**src/rtl/alu8_pkg.sv**
```systemverilog
package alu8_pkg;
  localparam int OP_W = 4;

  // op_in[3:2] selects the group; op_in[1:0] selects the operation inside it
  typedef enum logic [1:0] {
    GRP_ARITH = 2'b00,
    GRP_LOGIC = 2'b01,
    GRP_MOVE  = 2'b10,
    GRP_NONE  = 2'b11
  } alu_grp_e;

  typedef struct packed {
    logic zero;
    logic sign;
    logic carry;
    logic ovf;
  } alu_flags_t;
endpackage

```
**src/rtl/alu_addsub.sv**
```systemverilog
module alu_addsub #(
  parameter int WIDTH = 8
) (
  input  logic [1:0]       mode,   // 0 add, 1 sub, 2 inc, 3 dec
  input  logic [WIDTH-1:0] a,
  input  logic [WIDTH-1:0] b,
  input  logic             cin,
  output logic [WIDTH-1:0] sum,
  output logic             cout,
  output logic             ovf
);
  localparam int MSB = WIDTH - 1;

  logic [WIDTH-1:0] x, y;
  logic             ci;
  logic [WIDTH:0]   full;

  // every mode is folded onto one adder: x + y + ci
  always_comb begin
    case (mode)
      2'd0:    begin x = a; y = b;             ci = cin;  end
      2'd1:    begin x = b; y = ~a;            ci = cin;  end
      2'd2:    begin x = a; y = '0;            ci = 1'b1; end
      default: begin x = a; y = {WIDTH{1'b1}}; ci = 1'b0; end
    endcase
  end

  assign full = {1'b0, x} + {1'b0, y} + {{WIDTH{1'b0}}, ci};
  assign sum  = full[MSB:0];
  assign cout = full[WIDTH];
  assign ovf  = (x[MSB] == y[MSB]) && (full[MSB] != x[MSB]);
endmodule

```
**src/rtl/alu_bitwise.sv**
```systemverilog
module alu_bitwise #(
  parameter int WIDTH = 8
) (
  input  logic [1:0]       sel,    // 0 and, 1 or, 2 xor, 3 not
  input  logic [WIDTH-1:0] a,
  input  logic [WIDTH-1:0] b,
  output logic [WIDTH-1:0] y
);
  always_comb begin
    case (sel)
      2'd0:    y = a & b;
      2'd1:    y = a | b;
      2'd2:    y = a ^ b;
      default: y = ~a;
    endcase
  end
endmodule

```
**src/rtl/alu_shifter.sv**
```systemverilog
module alu_shifter #(
  parameter int WIDTH = 8
) (
  input  logic [1:0]       sel,    // 0 shl, 1 shr, 2 rotl through carry, 3 rotr through carry
  input  logic [WIDTH-1:0] a,
  input  logic             cin,
  output logic [WIDTH-1:0] y,
  output logic             cout
);
  localparam int MSB = WIDTH - 1;

  logic fill_lo, fill_hi;

  // shifts fill with 0; rotates fill the vacated bit with the carry input
  assign fill_lo = sel[1] & cin;
  assign fill_hi = sel[1] & cin;

  always_comb begin
    if (sel[0] == 1'b0) begin
      y    = {a[MSB-1:0], fill_lo};
      cout = a[MSB];
    end else begin
      y    = {fill_hi, a[MSB:1]};
      cout = a[0];
    end
  end
endmodule

```
**src/rtl/flag_alu.sv**
```systemverilog
module flag_alu
  import alu8_pkg::*;
#(
  parameter int WIDTH = 8
) (
  input  logic             clk,
  input  logic             rst,
  input  logic [OP_W-1:0]  op_in,
  input  logic [WIDTH-1:0] a_in,
  input  logic [WIDTH-1:0] b_in,
  input  logic             carry_in,
  output logic [WIDTH-1:0] result,
  output logic             zero_flag,
  output logic             sign_flag,
  output logic             carry_flag,
  output logic             ovf_flag
);
  localparam int MSB = WIDTH - 1;

  alu_grp_e         grp;
  logic [1:0]       sub;
  logic [WIDTH-1:0] ar_sum, bw_y, sh_y, nxt_res;
  logic             ar_cout, ar_ovf, sh_cout;
  alu_flags_t       nxt_flg;

  assign grp = alu_grp_e'(op_in[3:2]);
  assign sub = op_in[1:0];

  alu_addsub #(.WIDTH(WIDTH)) u_arith (
    .mode(sub), .a(a_in), .b(b_in), .cin(carry_in),
    .sum(ar_sum), .cout(ar_cout), .ovf(ar_ovf)
  );

  alu_bitwise #(.WIDTH(WIDTH)) u_logic (
    .sel(sub), .a(a_in), .b(b_in), .y(bw_y)
  );

  alu_shifter #(.WIDTH(WIDTH)) u_move (
    .sel(sub), .a(a_in), .cin(carry_in), .y(sh_y), .cout(sh_cout)
  );

  always_comb begin
    nxt_res = '0;
    nxt_flg = '0;
    case (grp)
      GRP_ARITH: begin
        nxt_res       = ar_sum;
        // increment/decrement report neither carry nor overflow
        nxt_flg.carry = ~sub[1] & ar_cout;
        nxt_flg.ovf   = ~sub[1] & ar_ovf;
      end
      GRP_LOGIC: nxt_res = bw_y;
      GRP_MOVE: begin
        nxt_res       = sh_y;
        nxt_flg.carry = sh_cout;
      end
      default: ;
    endcase
    if (grp != GRP_NONE) begin
      nxt_flg.zero = (nxt_res == '0);
      nxt_flg.sign = nxt_res[MSB];
    end
  end

  // capture on the falling edge so values are settled at the next rising edge
  always_ff @(negedge clk) begin
    if (rst) begin
      result     <= '0;
      zero_flag  <= 1'b0;
      sign_flag  <= 1'b0;
      carry_flag <= 1'b0;
      ovf_flag   <= 1'b0;
    end else begin
      result     <= nxt_res;
      zero_flag  <= nxt_flg.zero;
      sign_flag  <= nxt_flg.sign;
      carry_flag <= nxt_flg.carry;
      ovf_flag   <= nxt_flg.ovf;
    end
  end

  assert_reset_clear_R1: assert property (@(negedge clk)
    rst |=> (result == '0 && !zero_flag && !sign_flag && !carry_flag && !ovf_flag));

  assert_unsupported_clear_R10: assert property (@(negedge clk) disable iff (rst)
    (op_in >= 4'd12) |=> (result == '0 && !zero_flag && !sign_flag && !carry_flag && !ovf_flag));

  assert_no_overflow_R9: assert property (@(negedge clk) disable iff (rst)
    (op_in >= 4'd2) |=> !ovf_flag);

  assert_zero_sign_R8: assert property (@(negedge clk) disable iff (rst)
    (op_in < 4'd12) |=> (zero_flag == (result == '0) && sign_flag == result[MSB]));

  assert_step_no_carry_R4: assert property (@(negedge clk) disable iff (rst)
    (op_in == 4'd2 || op_in == 4'd3) |=> !carry_flag);
endmodule

```
**config.mk**
```make
export PLATFORM = sky130hd
export DESIGN_NAME = flag_alu
export DESIGN_NICKNAME = d
export VERILOG_FILES = /design/src/rtl/alu8_pkg.sv /design/src/rtl/alu_addsub.sv /design/src/rtl/alu_bitwise.sv /design/src/rtl/alu_shifter.sv /design/src/rtl/flag_alu.sv
export SDC_FILE = /design/constraint.sdc
export NUM_CORES = 1
export LEC_CHECK = 0
export ABC_AREA = 1
export BUFFER_PORTS_ARGS = -buffer_cell sky130_fd_sc_hd__buf_2
export CAP_MARGIN = 20
export CORE_UTILIZATION = 35
export CTS_BUF_LIST = sky130_fd_sc_hd__clkbuf_4 sky130_fd_sc_hd__clkbuf_8
export DETAILED_ROUTE_END_ITERATION = 8
export PLACE_DENSITY_LB_ADDON = 0.2
export SYNTH_ARGS = -nofsm -noshare
export SYNTH_HDL_FRONTEND = slang
export SYNTH_SLANG_ARGS = --single-unit
```
**constraint.sdc**
```tcl
create_clock -name clk -period 2.4 [get_ports clk]
set_input_delay 0.36 -clock clk [delete_from_list [all_inputs] [get_ports clk]]
set_output_delay 0.36 -clock clk [all_outputs]
set_load 0.1 [all_outputs]
```
# Word-level counts from Yosys, hierarchy flattened
# Index checks and enable logic that the tools add are counted.
# classes
n_eq_ne	7
mux	8
n_reduce_logical	7
addsub	2
n_bitwise	10
# ops
operator	count
$pmux 8 s3	3
$mux 8	2
$add 8x8->9	1
$add 9x1->9	1
$and 8x8->8	1
$logic_not 8->1	1
$not 8->8	1
$or 8x8->8	1
$xor 8x8->8	1
$reduce_or 2->1	3
$eq 2x1->1 const B	2
$eq 2x2->1 const B	2
$logic_not 2->1	2
$pmux 1 s2	2
$and 1x1->1	3
$not 1->1	3
$ne 2x2->1 const B	1
$eq 1x1->1	1
$logic_and 1x1->1	1
$mux 1	1
$ne 1x1->1	1
# word_totals
word_cells	39
ff_bits	12
output_inout_bits	12

# Depth between registers and ports, before layout
# Gate-level depths: netlist of the first run.
# depth
ltp_word	7
mapped_depth	18

# Hierarchy
# From an unflattened synthesis of the first run, not the netlist that was laid out.
# unflattened
cells_unflattened	302
hier_area_um2	1879.3
# modules_own_cells
module	seq_area_each_um2	cells_each	n_inst	area_per_inst_um2
alu_addsub	0.0	101	1	613.1
flag_alu	240.2	86	1	581.8
alu_bitwise	0.0	86	1	560.5
alu_shifter	0.0	29	1	123.9

==> results of run 1 <==
## cell usage in the layout (no fill, tap or decap), types with 2 or more instances in the layout
master and count:
nand4_1 2, inv_1 54, nor2_4 6, buf_6 9, a21oi_2 12, o211ai_1 3, nand3_2 8, o21ai_0 12
dfxtp_2 11, o21ai_2 7, fa_2 2, a22oi_1 2, nor2_2 3, nor2_1 10, ha_4 2, buf_12 14
nand2_1 56, nand2_2 12, nand3_4 3, buf_2 20, nand2_4 3, nand3_1 13, a21oi_1 10, buf_4 80
o21ai_1 11, clkbuf_8 3, inv_2 9, o221ai_1 4, nand3b_1 2, ha_1 20
## sequential cells by signal, indices dropped and copies added (netlist names)
register / count
carry_flag: 1
zero_flag: 1
ovf_flag: 1
sign_flag: 1
result: 8
## metrics by stage
stage	area [um^2]	setup TNS, ns	power (uW)
global placement	2720	-12.62	913
detailed placement	2720	-12.87	920
CTS	3040	-7.27	1240
global route	3190	-8.74	1410
finish	3190	-7.88	1320
floorplan	1830	-10.79	651
## power groups by stage
stage                     registers, uW  clock network (uW)  logic, uW
after global placement              233                33.3        647
final                               231                 259        833
after floorplan                     334                33.3        284
after detailed placement            234                33.3        653
after CTS                           231                 266        741
after global routing                232                 282        896
## worst max-delay path, stage by stage
cell and delay [ns]:
buf_12 0.12, buf_6 0.11, nor2_4 0.09, nor2_4 0.04, fa_2 0.41, fa_2 0.38
nand2_2 0.10, nand3_4 0.08, nand3b_1 0.12, nand2_1 0.09, nand2_2 0.09, nand2_1 0.06
a21oi_2 0.11, o21ai_1 0.08
## repair_timing
action	4_1_cts	5_1_grt
gates resized for setup	49	30
buffers inserted	11	4
endpoints found under the setup margin	12	13
pin swaps	25	19
gates cloned	1	0
## area by class of cell
| class | instances | area share [%] |
|---|---|---|
| multi-input cells | 208 | 46.3 |
| repair buffers | 123 | 33.9 |
| flip-flops and latches | 12 | 7.95 |
| inverters | 52 | 6.35 |
| well taps | 67 | 2.63 |
| clock inverters | 13 | 1.57 |
| clock buffers | 3 | 1.29 |
## how the worst min path moves through the flow
stage          startpoint                   end  slack (ns)  cells after the start
2_1_floorplan         rst  result[7]$_SDFF_NP0_        1.62                      1
3_3_place_gp          rst  result[7]$_SDFF_NP0_        1.85                      3
3_5_place_dp          rst  sign_flag$_SDFF_NP0_        1.86                      3
4_1_cts               rst  result[7]$_SDFF_NP0_        1.55                      3
5_1_grt               rst  result[7]$_SDFF_NP0_        1.55                      3
6_report              rst  sign_flag$_SDFF_NP0_        1.55                      3
## Yosys cell counts (all sizes together)
cell	n	area share, %
a21oi	23	7.3
inv	53	11
a22oi	2	0.85
dfxtp	12	14
nor2	19	5.6
nand2	71	15
fa	2	2.3
a31oi	1	0.35
buf	8	4.7
o221ai	5	2.5
nand3	24	7.3
ha	23	16
o21ai	30	9.1
nand4	2	0.71
o2111ai	1	0.49
o211ai	3	1.3
nand3b	2	0.85
## cell families (layout without fill, tap and decap cells)
logic type,count (synthesis),after routing,share of synthesized area (%)
AO/OA/AOI/OAI,65,65,21.9
adder cells (fa/ha/maj),25,25,18.5
buffers and inverters,61,191,16.2
flip-flops,12,12,13.5
AND/OR/NAND/NOR,118,118,29.9
## layer usage
metal / vias to the layer above / wire (um)
li1: 1177 / -
met1: 1076 / 2630
met2: 91 / 3250
met3: 19 / 295
met4: 0 / 195
met5: - / 0
==> summary.md, run 1 <==
| Metric | Value |
|---|---|
| Internal | `729 uW` |
| Status | `finished, violations left` |
| Row count | `25` |
| Distinct cells, synth | `27` |
| Clock share of power | `19.6%` |
| Max transition margin | `81.0%` |
| Clock Sinks | `12` |
| Initial Util | `37.1%` |
| Die Ht | `73.2 um` |
| # Max-Cap Violations | `0` |
| GRT Util Overall | `24.2%` |
| Clock Path Buffers | `2` |
| Layout net count | `460` |
| Layout Cells excl Fill | `478` |
| First-pass GRT wire length | `10300 um` |
| Residual DRC | `0` |
| HP Class | `in2reg` |
| GR met2 Demand/Resource | `44.4%` |
| Final core occ | `66.7%` |
| Max Transition Viols Final | `0` |
| Crit path DAT | `2.24 ns` |
| Crit path required time | `1.38 ns` |
| Diode count | `0` |
| Gr ovfl total | `0` |
| CTS tree | `built` |
| Initial antenna violation count | `0` |
| Final WS setup | `-0.865 ns` |
| Core Area | `0.00479 mm^2` |
| Critical path origin | `op_in[1]` |
| Routed vias/inst | `4.94` |
| Dpl cells | `449` |
| Crit Path Max Fanout | `5` |
| Total CTS buffers | `3` |
| Total wire length | `6370 um` |
| Initial drt markers | `122` |
| FILL cells | `394` |
| FF+latch area | `254 um^2` |
| Worst Tran Pin Value | `0.283 ns` |
| Worst Setup EP | `carry_flag$_SDFF_NP0_` |
| Wirelength per Cell | `13.3 um` |
| # hold bufs at CTS | `0` |
| Pleak | `0.00166 uW` |
| Multi-input gate area | `0.00148 mm^2` |
| Pre-CTS setup slack | `-1.23 ns` |
| Die area | `0.00536 mm^2` |
| Ports | `35` |
| Warnings from Yosys | `0` |
| GRT met3 Usage | `2.35%` |
| Layout cells sized above 1 | `50.9%` |
| VDD IR max | `0.242 mV` |
| GPL Wtd Cong | `0.911` |
| Hold Violations, Final | `0` |
| Failing checks | `negative setup slack` |
| Combinational power share | `63.0%` |
| Synth Area per Inst | `6.31 um^2` |
| Crit path kind | `in2reg` |
| Vias in the first global route | `2429` |
| Switching share of power | `44.9%` |
| Routed Antenna Nets | `0` |
| Syn nets | `329` |
| Die X | `73.2 um` |
| Top Usage Layer GRT | `met2` |
| Largest net degree at the start of global routing | `17` |
| Pwr Density | `414 mW/mm^2` |
| Area Overhead vs Synth | `80.0%` |
| Vias | `2363` |
| Clock root buffer | `clkbuf_8` |
| Placed wire-length estimate | `4450 um` |
| Tightest hold margin | `1.55 ns` |
| Drt first pass iters | `5` |
| Startpoint types | `input pin` |
| Setup Viol. Count Final | `12` |
| H-tree Lvls | `1` |
| Crit. End Element | `register` |
| CTS clock-pin slew for the worst setup and hold paths | `0.03 ns` |
| Cell Area, Synth | `0.00177 mm^2` |
| Seq cells post-synth | `12` |
| Syn Inst Count | `281` |
| RSZ-0062 raised after global routing | `true` |
| Met1 Use GR | `28.8%` |
| # port buffers | `34` |
| Reg power frac | `17.4%` |
| Switching power total | `594 uW` |
| Post-synthesis sequential area ratio | `13.5%` |
Power figures use the tool's default switching activity.
==> run 2, diff against run 1 <==
--- a/config.mk
+++ b/config.mk
@@ -6,11 +6,11 @@
 export NUM_CORES = 1
 export LEC_CHECK = 0
 export ABC_AREA = 1
-export BUFFER_PORTS_ARGS = -buffer_cell sky130_fd_sc_hd__buf_2
 export CAP_MARGIN = 20
 export CORE_UTILIZATION = 35
 export CTS_BUF_LIST = sky130_fd_sc_hd__clkbuf_4 sky130_fd_sc_hd__clkbuf_8
 export DETAILED_ROUTE_END_ITERATION = 8
+export DONT_BUFFER_PORTS = 1
 export PLACE_DENSITY_LB_ADDON = 0.2
 export SYNTH_ARGS = -nofsm -noshare
 export SYNTH_HDL_FRONTEND = slang
==> run 2 against run 1 <==
Net effect: the flow still finishes with violations (negative setup slack); flip-flop and latch count is the same; clock power is essentially flat; via count shrank 5.7%; routed wire length shrank 3.6%; clock-buffer cell count is the same; cell count shrank 7.5%; sequential share of layout area grew 0.45 points; critical endpoint unchanged; non-clock buffer count shrank 36; critical path depth shrank 2; worst setup slack gained 0.20 ns; hold slack lost 0.24 ns; sequential power is essentially flat.
==> summary.md, run 2 (same netlist as run 1, synthesis figures left out) <==
| Metric | Value |
|---|---|
| Initial drt markers | `91 (-25%)` |
| Routed Antenna Nets | `0 (unchanged)` |
| Crit path required time | `1.39 ns (about the same)` |
| Layout cells sized above 1 | `48.5% (-2.3 points)` |
| CTS clock-pin slew for the worst setup and hold paths | `0.03 ns (about the same)` |
| # port buffers | `0 (-100%)` |
| Largest Register | `result` |
| Failing checks | `negative setup slack` |
| Status | `finished, violations left` |
| GPL Wtd Cong | `0.928 (+1.8%)` |
| Die area | `0.00536 mm^2 (unchanged)` |
| Max Transition Viols Final | `0 (unchanged)` |
| # hold bufs at CTS | `0 (unchanged)` |
| Final instance area | `0.00302 mm^2 (-5.4%)` |
| Initial Util | `37.1% (unchanged)` |
| Clock Path Buffers | `2 (unchanged)` |
| Total CTS buffers | `3 (unchanged)` |
| Startpoint types | `input pin` |
| Clock root buffer | `clkbuf_8` |
| Crit. End Element | `register` |
| Commonest non-fill, non-tap cell in the layout | `buf_4` |
| Routed vias/inst | `5.04 (+2.0%)` |
| Die Ht | `73.2 um (unchanged)` |
| Crit path DAT | `2.05 ns (-0.19 ns)` |
| Critical path origin | `op_in[0]` |
| Ports | `35 (unchanged)` |
| Die X | `73.2 um (unchanged)` |
| HP Class | `in2reg` |
| Core Area | `0.00479 mm^2 (unchanged)` |
| RSZ-0062 raised after global routing | `true` |
| Wirelength per Cell | `13.9 um (+4.3%)` |
| FILL cells | `415 (+5.3%)` |
| Diode count | `0 (unchanged)` |
| Final WS setup | `-0.667 ns (+0.198 ns)` |
| Residual DRC | `0 (unchanged)` |
| Dpl cell area | `0.00243 mm^2 (-11%)` |
| # Max-Cap Violations | `0 (unchanged)` |
| Placed wire-length estimate | `4230 um (-5.0%)` |
| H-tree Lvls | `1 (unchanged)` |
| Row count | `25 (unchanged)` |
| Clock Sinks | `12 (unchanged)` |
| Initial antenna violation count | `0 (unchanged)` |
| Pleak | `0.00152 uW (-8.9%)` |
| VDD IR max | `0.245 mV (+0.93%)` |
| Pwr Density | `414 mW/mm^2 (about the same)` |
| TNS Setup | `-5.58 ns (+2.30 ns)` |
| Max reg flops | `8 (unchanged)` |
| Vias | `2229 (-5.7%)` |
| Crit Path Max Fanout | `18 (+13)` |
| Vias in the first global route | `2157 (-11%)` |
| GRT Util Overall | `23.4% (-0.83 points)` |
| Max transition margin | `77.5% (-3.5 points)` |
| Crit path kind | `in2reg` |
| Drt first pass iters | `5 (unchanged)` |
| Hold Crit Start | `rst` |
| CTS tree | `built` |
| Tightest hold margin | `1.31 ns (-0.240 ns)` |
| Layout net count | `424 (-7.8%)` |
| Total wire length | `6140 um (-3.6%)` |
| Largest net degree at the start of global routing | `19 (+2)` |
| Setup Viol. Count Final | `13 (+1)` |
| Commonest cells after routing, fill and taps aside | `buf_4, inv_1, nand2_1` |
| Worst Tran Pin Value | `0.337 ns (+0.0548 ns)` |
| Gr ovfl total | `0 (unchanged)` |
| First-pass GRT wire length | `9830 um (-4.4%)` |
| Area Overhead vs Synth | `70.3%` |
| Hold Violations, Final | `0 (unchanged)` |
==> run 2: per-stage QoR <==
stage | setup slack [ns] | power [uW] | cells | utilization (%)
after floorplan | -1.14 | 651 | 281 | -
after global placement | -0.932 | 839 | 403 | 50.8
after detailed placement | -0.975 | 847 | 403 | 50.8
after CTS | -0.641 | 1160 | 436 | 58.2
after global routing | -0.809 | 1350 | 442 | 63.1
final | -0.667 | 1250 | 442 | 63.1
==> run 2: worst max-delay path, stage by stage <==
cell,delay [ns]
nand2_4,0.06
o211ai_1,0.13
fa_2,0.43
fa_2,0.37
nand2_2,0.10
nand3_2,0.07
nand3b_1,0.11
nand2_1,0.06
nand2_1,0.10
nand2_1,0.07
a21oi_1,0.12
o21ai_1,0.07
==> run 2: what timing repair did <==
action	CTS	global route
gates resized for setup	43	41
endpoints found under the setup margin	13	13
cloned	0	0
pin swaps	19	19
setup buffers	19	6
==> run 2: area by class of cell <==
cell class | instances | area, um^2 | share of cell area (%)
repair buffers | 87 | 826 | 27.3
inverters | 52 | 210 | 6.96
multi-input cells | 208 | 1560 | 51.5
flip-flops and latches | 12 | 254 | 8.41
clock inverters | 13 | 50.0 | 1.66
well taps | 67 | 83.8 | 2.77
clock buffers | 3 | 41.3 | 1.37
==> run 2: final timing paths <==
kind                                     to  slack, ns  depth (start not counted)
worst min-delay path   result[7]$_SDFF_NP0_       1.31                          1
worst max-delay path  carry_flag$_SDFF_NP0_      -0.67                         12
==> run 2: power by group <==
| part | internal [uW] | switching, uW | total [uW] | leakage, uW |
|---|---|---|---|---|
| combinational | 340 | 418 | 759 | 0.00133 |
| sequential | 219 | 11.6 | 231 | 0.000103 |
| clock | 140 | 121 | 262 | 0.0000856 |
| total | 700 | 551 | 1250 | 0.00152 |
==> run 2: routing by layer <==
layer,GRT usage (%),up-vias,wire [um]
met5,0,-,0
li1,-,1106,-
met4,8.71,0,137
met3,2.90,16,389
met1,28.6,1037,2460
met2,41.6,70,3150
==> run 3, diff against run 2 <==
--- a/config.mk
+++ b/config.mk
@@ -7,11 +7,15 @@
 export LEC_CHECK = 0
 export ABC_AREA = 1
 export CAP_MARGIN = 20
-export CORE_UTILIZATION = 35
+export CELL_PAD_IN_SITES_DETAIL_PLACEMENT = 2
+export CELL_PAD_IN_SITES_GLOBAL_PLACEMENT = 2
+export CORE_ASPECT_RATIO = 1.2
+export CORE_UTILIZATION = 31
 export CTS_BUF_LIST = sky130_fd_sc_hd__clkbuf_4 sky130_fd_sc_hd__clkbuf_8
 export DETAILED_ROUTE_END_ITERATION = 8
 export DONT_BUFFER_PORTS = 1
 export PLACE_DENSITY_LB_ADDON = 0.2
 export SYNTH_ARGS = -nofsm -noshare
 export SYNTH_HDL_FRONTEND = slang
+export SYNTH_HIERARCHICAL = 1
 export SYNTH_SLANG_ARGS = --single-unit
==> run 3 against run 2 <==
Net effect: cell count is 1.4% lower; first-iteration DRC count up 46%; sequential share of layout area up 0.85 points; combinational power increased by 10%; the run still ends with negative setup slack left.
==> summary.md, run 3 <==
| Metric | Value |
|---|---|
| Worst hold stages | `1 (unchanged)` |
| Yosys top cell area share | `17.6% (+1.4 points)` |
| Initial drt markers | `133 (+46%)` |
| Routed vias/inst | `5.42 (+7.5%)` |
| Commonest non-fill, non-tap cell in the layout | `nand2_1` |
| HP Class | `in2reg` |
| Failing checks | `negative setup slack` |
| Placed wire-length estimate | `5850 um (+38%)` |
| Simple-gate portion of the synthesized area | `40.1% (+10 points)` |
| Seq cells post-synth | `12 (unchanged)` |
| # Max-Cap Violations | `0 (unchanged)` |
| Warnings from Yosys | `6 (+6)` |
| Gr ovfl total | `0 (unchanged)` |
| Setup Viol. Count Final | `18 (+5)` |
| Syn Inst Count | `302 (+7.5%)` |
| Diode count | `0 (unchanged)` |
| Most numerous cell in the Yosys netlist | `nand2_1` |
| Synth area leader | `nand2_1` |
| Xor-xnor portion of the synthesized cell area | `2.73% (+2.7 points)` |
| Pwr Density | `503 mW/mm^2 (+22%)` |
| Synth top cells by count | `nand2_1, inv_1, nand3_1` |
| Clock Sinks | `12 (unchanged)` |
| Tightest hold margin | `1.31 ns (+0.000570 ns)` |
| Largest Register | `result` |
| Layout cells sized above 1 | `37.4% (-11 points)` |
| Hold Violations, Final | `0 (unchanged)` |
| CTS clock-pin slew for the worst setup and hold paths | `0.05 ns (+0.02 ns)` |
| Crit path kind | `in2reg` |
| Worst Tran Pin Value | `0.431 ns (+0.0939 ns)` |
| Total power | `1380 uW (+10%)` |
| Crit. End Element | `register` |
| Switching share of power | `50.1% (+6.0 points)` |
| Pleak | `0.00150 uW (-1.2%)` |
| GRT Util Overall | `31.5% (+8.1 points)` |
| Commonest cells after routing, fill and taps aside | `nand2_1, inv_1, buf_4` |
| Pre-CTS setup slack | `-1.20 ns (-0.227 ns)` |
| FF+latch area | `254 um^2 (unchanged)` |
| Total wire length | `10400 um (+69%)` |
| Most used DFF post-synth | `dfxtp_1` |
| Clock root buffer | `clkbuf_8` |
| RSZ-0062 raised after global routing | `true` |
| TNS Setup | `-9.77 ns (-4.19 ns)` |
| Initial antenna violation count | `0 (unchanged)` |
| Crit Path Max Fanout | `25 (+7)` |
| Area fraction in compound gates after synthesis | `9.25% (-13 points)` |
| Syn nets | `350 (+6.4%)` |
| Vias | `2364 (+6.1%)` |
| Ys async rst share | `0% (unchanged)` |
| Clock share of power | `22.5% (+1.6 points)` |
| Multi-input gate area | `0.00153 mm^2 (-1.5%)` |
| # hold bufs at CTS | `0 (unchanged)` |
| Distinct cells, synth | `32 (+19%)` |
| GPL Wtd Cong | `0.848 (-8.7%)` |
| Total CTS buffers | `3 (unchanged)` |
| Layout net count | `405 (-4.5%)` |
| Largest net degree at the start of global routing | `26 (+7)` |
| Wirelength per Cell | `23.8 um (+72%)` |
| Post-synthesis mux area share | `0% (unchanged)` |
| Row count | `30 (+20%)` |
| Residual DRC | `0 (unchanged)` |
| Hold Crit Start | `rst` |
| Ranking of synthesized cells by area | `nand2_1, ha_1, dfxtp_1` |
| Ports | `35 (unchanged)` |
| Area Overhead vs Synth | `46.1%` |
| Initial Util | `32.7% (-4.3 points)` |
| Largest family of logic cells by synthesized area | `simple AND/OR/NAND/NOR gates` |
| Status | `finished, violations left` |
| Combinational power share | `60.5% (about the same)` |
| FILL cells | `682 (+64%)` |
| Synth Area in Adders | `17.4% (-1.0 points)` |
| Internal | `689 uW (-1.5%)` |
| Crit path DAT | `2.46 ns (+0.41 ns)` |
| Vias in the first global route | `2633 (+22%)` |
| Routed Antenna Nets | `0 (unchanged)` |
| # port buffers | `0 (unchanged)` |
| Switching power total | `693 uW (+26%)` |
| Startpoint types | `input pin` |
| VDD IR max | `0.248 mV (+1.3%)` |
| Die area | `0.00638 mm^2 (+19%)` |
| Max reg flops | `8 (unchanged)` |
| Reg power frac | `17.0% (-1.5 points)` |
| Die Ht | `87.3 um (+19%)` |
| Core Area | `0.00574 mm^2 (+20%)` |
| Synth Area per Inst | `6.22 um^2 (-1.4%)` |
| H-tree Lvls | `1 (unchanged)` |
| Max transition margin | `71.2% (-6.3 points)` |
| Clock Path Buffers | `2 (unchanged)` |
| Final WS setup | `-1.03 ns (-0.363 ns)` |
| Die X | `73.1 um (-0.16%)` |
| CTS tree | `built` |
| Number of flops mapped to enable cells by yosys | `0 (unchanged)` |
| WHS Endpoint | `carry_flag$_SDFF_NP0_` |
| Drt first pass iters | `4 (-1)` |
| Max Transition Viols Final | `0 (unchanged)` |
| Post-synthesis sequential area ratio | `12.8% (-0.76 points)` |
| Crit path required time | `1.43 ns (+0.04 ns)` |
| First-pass GRT wire length | `14500 um (+48%)` |
| Cell Area, Synth | `0.00188 mm^2 (+5.9%)` |
## run 3: through the flow
| stage | cell area, um^2 | util, % | instances |
|---|---|---|---|
| 5_1_grt | 2750 | 47.8 | 436 |
| 2_1_floorplan | 1930 | - | 302 |
| 3_5_place_dp | 2360 | 41.2 | 411 |
| 4_1_cts | 2580 | 44.9 | 430 |
| 3_3_place_gp | 2360 | 41.2 | 411 |
| 6_report | 2750 | 47.8 | 436 |
## run 3: layout make-up
type | instances | share of cell area [%]
repair buffers | 48 | 19.1
clock buffers | 3 | 1.50
multi-input cells | 219 | 55.8
well taps | 80 | 3.65
inverters | 61 | 8.80
flip-flops and latches | 12 | 9.25
clock inverters | 13 | 1.82
## run 3: cell families (layout without fill, tap and decap cells)
family	count (synthesis)	count (layout)
AND/OR/NAND/NOR	163	163
buffers and inverters	71	125
AO/OA/AOI/OAI	26	26
adder cells (fa/ha/maj)	25	25
flip-flops	12	12
XOR/XNOR	5	5
## run 3: power groups by stage
stage          combinational, uW  clock (uW)  sequential (uW)
2_1_floorplan                315        33.3              344
3_5_place_dp                 632        33.3              237
5_1_grt                      870         343              236
4_1_cts                      700         291              235
3_3_place_gp                 600        33.3              235
6_report                     836         311              235
## run 3: how the worst max path moves through the flow
stage	end	from	depth (start not counted)
floorplan	zero_flag$_SDFF_NP0_	op_in[1]	17
global placement	zero_flag$_SDFF_NP0_	op_in[1]	14
detailed placement	zero_flag$_SDFF_NP0_	op_in[1]	16
CTS	zero_flag$_SDFF_NP0_	op_in[1]	16
global route	zero_flag$_SDFF_NP0_	op_in[1]	16
finish	zero_flag$_SDFF_NP0_	op_in[1]	16
## run 3: what timing repair did
item / 4_1_cts / 5_1_grt
setup endpoints to repair: 14 / 24
pin swaps: 11 / 19
buffers inserted: 4 / 6
resized for setup: 26 / 33
## run 3: layer usage
| metal | wire length (um) | track usage, % | vias to the layer above | share of wire, % |
|---|---|---|---|---|
| li1 | - | - | 1067 | - |
| met1 | 3840 | 32.0 | 1160 | 37 |
| met2 | 5420 | 58.2 | 95 | 52 |
| met3 | 506 | 7.06 | 42 | 4.9 |
| met4 | 631 | 18.4 | 0 | 6.1 |
| met5 | 0 | 0 | - | 0 |
## run 3: critical path, cell delays in order
cell	delay (ns)
or2_4	0.24
o221ai_2	0.14
inv_2	0.06
fa_2	0.39
inv_2	0.09
fa_2	0.24
nand3_2	0.11
nand2_4	0.09
nand2_2	0.07
nand2_2	0.09
xor2_1	0.19
nand2_1	0.10
nand3_2	0.11
nor2_2	0.05
nand3_2	0.08
nor2_2	0.04
